## config.mk

```make
export PLATFORM = sky130hd
export DESIGN_NAME = capture_timer4
export DESIGN_NICKNAME = d
export VERILOG_FILES = /design/src/rtl/capture_timer4.sv
export SDC_FILE = /design/constraint.sdc
export NUM_CORES = 1
export LEC_CHECK = 0
export BUFFER_PORTS_ARGS = -buffer_cell sky130_fd_sc_hd__buf_2
export CAP_MARGIN = 25
export CORE_MARGIN = 3
export CORE_UTILIZATION = 45
export DETAILED_ROUTE_END_ITERATION = 8
export HOLD_SLACK_MARGIN = 0.06
export PLACE_DENSITY = 0.7
export SLEW_MARGIN = 20
export SYNTH_ARGS = -nofsm -noshare
export SYNTH_HDL_FRONTEND = slang
export SYNTH_SLANG_ARGS = --single-unit
```

## constraint.sdc

```tcl
create_clock -name clk -period 2.1 [get_ports clk]
set_input_delay 0.42 -clock clk [delete_from_list [all_inputs] [get_ports clk]]
set_output_delay 0.42 -clock clk [all_outputs]
set_load 0.01 [all_outputs]
```

## src/rtl/capture_timer4.sv

```systemverilog
module capture_timer4 #(
  parameter int CW  = 16,
  parameter int NCH = 4
) (
  input  logic              clk,
  input  logic              rst_n,
  input  logic              tick_en,
  input  logic              run,
  input  logic [NCH-1:0]    cap_in,
  input  logic [2*NCH-1:0]  edge_sel,
  input  logic              ovf_clr,
  output logic [NCH*CW-1:0] cap_data,
  output logic [NCH-1:0]    cap_irq,
  output logic              ovf_irq,
  output logic              ovf_flag
);
  localparam logic [CW-1:0] CMAX = '1;

  logic [CW-1:0]  cnt;
  logic [NCH-1:0] sy1, sy2, sy3, hit;
  logic [CW-1:0]  cap_q [NCH];

  wire wrap = run & tick_en & (cnt == CMAX);

  always_ff @(posedge clk or negedge rst_n)
    if (!rst_n)       cnt <= '0;
    else if (!run)    cnt <= '0;
    else if (tick_en) cnt <= cnt + 1'b1;

  always_ff @(posedge clk or negedge rst_n)
    if (!rst_n) begin
      sy1 <= '0; sy2 <= '0; sy3 <= '0;
    end else begin
      sy1 <= cap_in; sy2 <= sy1; sy3 <= sy2;
    end

  for (genvar m = 0; m < NCH; m++) begin : g_ch
    assign hit[m] = (edge_sel[2*m]   &  sy2[m] & ~sy3[m]) |
                    (edge_sel[2*m+1] & ~sy2[m] &  sy3[m]);

    always_ff @(posedge clk or negedge rst_n)
      if (!rst_n)      cap_q[m] <= '0;
      else if (hit[m]) cap_q[m] <= cnt;

    assign cap_data[m*CW +: CW] = cap_q[m];

    AST_CAP_HOLD: assert property (@(posedge clk) disable iff (!rst_n)
      !cap_irq[m] |-> $stable(cap_q[m]));
  end

  always_ff @(posedge clk or negedge rst_n)
    if (!rst_n) begin
      cap_irq  <= '0;
      ovf_irq  <= 1'b0;
      ovf_flag <= 1'b0;
    end else begin
      cap_irq <= hit;
      ovf_irq <= wrap;
      if (wrap)         ovf_flag <= 1'b1;
      else if (ovf_clr) ovf_flag <= 1'b0;
    end

  AST_STOP_ZERO: assert property (@(posedge clk) disable iff (!rst_n)
    !run |=> (cnt == '0));
  AST_CNT_STEP: assert property (@(posedge clk) disable iff (!rst_n)
    (run && tick_en && cnt != CMAX) |=> (cnt == CW'($past(cnt) + 1'b1)));
  AST_WRAP_ZERO: assert property (@(posedge clk) disable iff (!rst_n)
    ovf_irq |-> (cnt == '0));
  AST_OVF_PULSE: assert property (@(posedge clk) disable iff (!rst_n)
    ovf_irq |=> !ovf_irq);
  AST_OVF_FLAG_SET: assert property (@(posedge clk) disable iff (!rst_n)
    ovf_irq |-> ovf_flag);
  AST_FLAG_STICKY: assert property (@(posedge clk) disable iff (!rst_n)
    (ovf_flag && !ovf_clr) |=> ovf_flag);
endmodule

```

==> flow_metrics.env <==
export IMPL_outcome="complete, no violations"
export IMPL_required_ns=2.39
export IMPL_synthCells=250
export IMPL_drc_errors=0
export IMPL_min_path_type="primary input to register"
export IMPL_ir_worst_vdd_v=0.0003905
export IMPL_fin_area_mm2=0.004537
export IMPL_slew_violations=0
export IMPL_yosys_warnings=0
export IMPL_netlist_area_mm2=0.003775
export IMPL_cts_sinks=98
export IMPL_grt_pass1_wl_um=12320
export IMPL_grt_max_degree=49
export IMPL_yosys_area_top_type="dfrtp_1"
export IMPL_vias=2244
export IMPL_rsz0062_at_grt="no"
export IMPL_cts_hold_repair_buffers=1
export IMPL_cts_tree="done"
export IMPL_min_period_ns=1.756
export IMPL_placed_area_mm2=0.004347
export IMPL_power_density_mw_per_mm2=724.8
export IMPL_cp_arrival_ns=2.05
export IMPL_path_class="register to register"
export IMPL_final_layout_size_suffix_gt1_share_pct=41.83
export IMPL_hold_viol_final=0
export IMPL_cts_resized_gates=0
export IMPL_setup_tns_ns=0
export IMPL_yosysSeqAreaShare_pct=64.97
export IMPL_firstDrtPassIters=3
export IMPL_gp_congestion=0.7652
export IMPL_yosysTopAreaCellShare_pct=64.97
export IMPL_wl_met3_um=331
export IMPL_top_level_ports=87
export IMPL_tightest_slew_ns=0.3426
export IMPL_rrSetupSlack_ns=0.34
export IMPL_wl_per_cell_um=15.96
export IMPL_initial_core_util_pct=47.62
export IMPL_cts_made_buffers=9
export IMPL_syn_nets=268
export IMPL_grt_usage_pct=16.40
export IMPL_mostFrequentLayoutCells="98 x dfrtp_1, 85 x buf_2, 36 x mux2_1"
export IMPL_clockRootBuffer="clkbuf_8"
export IMPL_drt_iter0_markers=74
export IMPL_top_layer="met4"
export IMPL_cap_violations=0
export IMPL_fin_nets=362
export IMPL_clk_pin_slew_ns=0.10
export IMPL_slew_headroom_pct=76.95
export IMPL_design_die_area_mm2=0.009524
export IMPL_cts_setup_buffers=0
export IMPL_antenna_left=0
export IMPL_finalCritPeriodShare_pct=83.61
export IMPL_power_mw=3.289
export IMPL_insertion_delay_ns=0.35
export IMPL_core_area_mm2=0.007928
export IMPL_dpl_hpwl_um=5033
export IMPL_hold_slack_ns=0.1660
export IMPL_grt_antenna_before_repair=0
export IMPL_final_common_cell="dfrtp_1"
export IMPL_die_x_um=97.59
export IMPL_areaGrowthSynthToFinish_pct=20.19
export IMPL_num_rows=32
export IMPL_grt_overflow=0
export IMPL_fmax_mhz=569.6
export IMPL_setup_violations=0
export IMPL_final_util_pct=57.23
export IMPL_p_leak_nw=2.519
export IMPL_m1WireLength_um=3349
export IMPL_insertedDiodeCount=0
export IMPL_skew_ns=0.01210
export IMPL_numPortBuffers=86
export IMPL_yosysUniqueCellTypes=28
export IMPL_synthTopCellsByArea="dfrtp_1 65%, mux2_1 11%, mux2_2 8.4%"
export IMPL_cts_max_level=3
export IMPL_drt_vias_per_instance=4.976
export IMPL_ys_ff_latch=98
export IMPL_cp_max_fo=8
export IMPL_avgSynthCellArea_um2=15.10
export IMPL_cts_path_max_buffers=2
export IMPL_cp_start_kind="register"
export IMPL_grt_pass1_vias=2360
export IMPL_die_y_um=97.59
export IMPL_finalWirelength_um=7200
export IMPL_critPathCaptureType="register"
export IMPL_wl_met2_um=3403
-- through the flow --
step	instances	setup slack [ns]
after floorplan	250	0.6150
after CTS	451	0.3159
after global routing	451	0.2138
final	451	0.3442
after detailed placement	434	0.3452
after global placement	434	0.3862
-- cell usage after synthesis --
| cell type | instances |
|---|---|
| nor3_1 | 3 |
| o22ai_2 | 4 |
| a21o_1 | 1 |
| nand4_4 | 1 |
| clkbuf_1 | 3 |
| nand2_1 | 15 |
| buf_2 | 7 |
| ha_1 | 1 |
| mux2_2 | 28 |
| a21boi_1 | 1 |
| and2_1 | 13 |
| inv_1 | 2 |
| nand3_2 | 2 |
| mux2_1 | 36 |
| or2_4 | 2 |
| buf_4 | 1 |
| nor2b_1 | 2 |
| xor2_1 | 8 |
| o21ai_0 | 1 |
| nand4_1 | 4 |
| nor4_4 | 1 |
| xnor2_1 | 5 |
| nor4_1 | 5 |
| mux2i_1 | 2 |
| dfrtp_1 | 98 |
| or3_1 | 1 |
| nand3_1 | 2 |
| nand2b_1 | 1 |
-- power by group --
group	total, mW	switching [mW]	leakage (nW)	internal [mW]
Sequential	1.97	0.0329	1.33	1.93
Combinational	0.225	0.127	1.11	0.0980
Clock	1.10	0.630	0.0782	0.468
-- worst max-delay path, stage by stage (launching register included) --
cell and delay (ns):
dfrtp_1 0.52, ha_1 0.28, nand4_4 0.17, or2_4 0.32, nor4_4 0.29, a21o_1 0.11
-- per-layer routing --
metal	track usage [%]	vias up
li1	-	1059
met1	22.29	1128
met2	25.41	46
met3	4.092	11
met4	6.390	0
met5	0	-
-- registers in the layout, summed over array words and instances, names as in the netlist --
name and count:
sy2 4, cap_data 64, cap_irq 4, ovf_irq 1, ovf_flag 1, sy1 4
sy3 4, cnt 16
-- kinds of logic after synthesis --
group	count (synthesis)	share of synthesized area (%)
compound gates	7	1.856
xor+xnor	13	3.016
fa+ha+maj	1	0.3314
buf+inv	13	1.624
flops	98	64.97
mux	66	19.62
simple gates	52	8.585
-- final cells by class --
class                   count  area [µm²]
fillers                   707        3391
flip-flops and latches     98        2452
multi-input cells         139        1261
repair buffers             94       508.0
clock buffers              11       141.4
well taps                 102       127.6
clock inverters             5       38.79
inverters                   2       7.507
-- final timing paths --
kind                       cells after the start           end       from
min reg2reg                                    0        sy2[3]     sy1[3]
min in group asynchronous                      2  cap_data[56]      rst_n
max                                            5      ovf_flag     cnt[0]
min                                            1        sy1[0]  cap_in[0]
max reg2reg                                    5      ovf_flag     cnt[0]
max in group asynchronous                      3        sy1[1]      rst_n
Power figures use the tool's default switching activity.
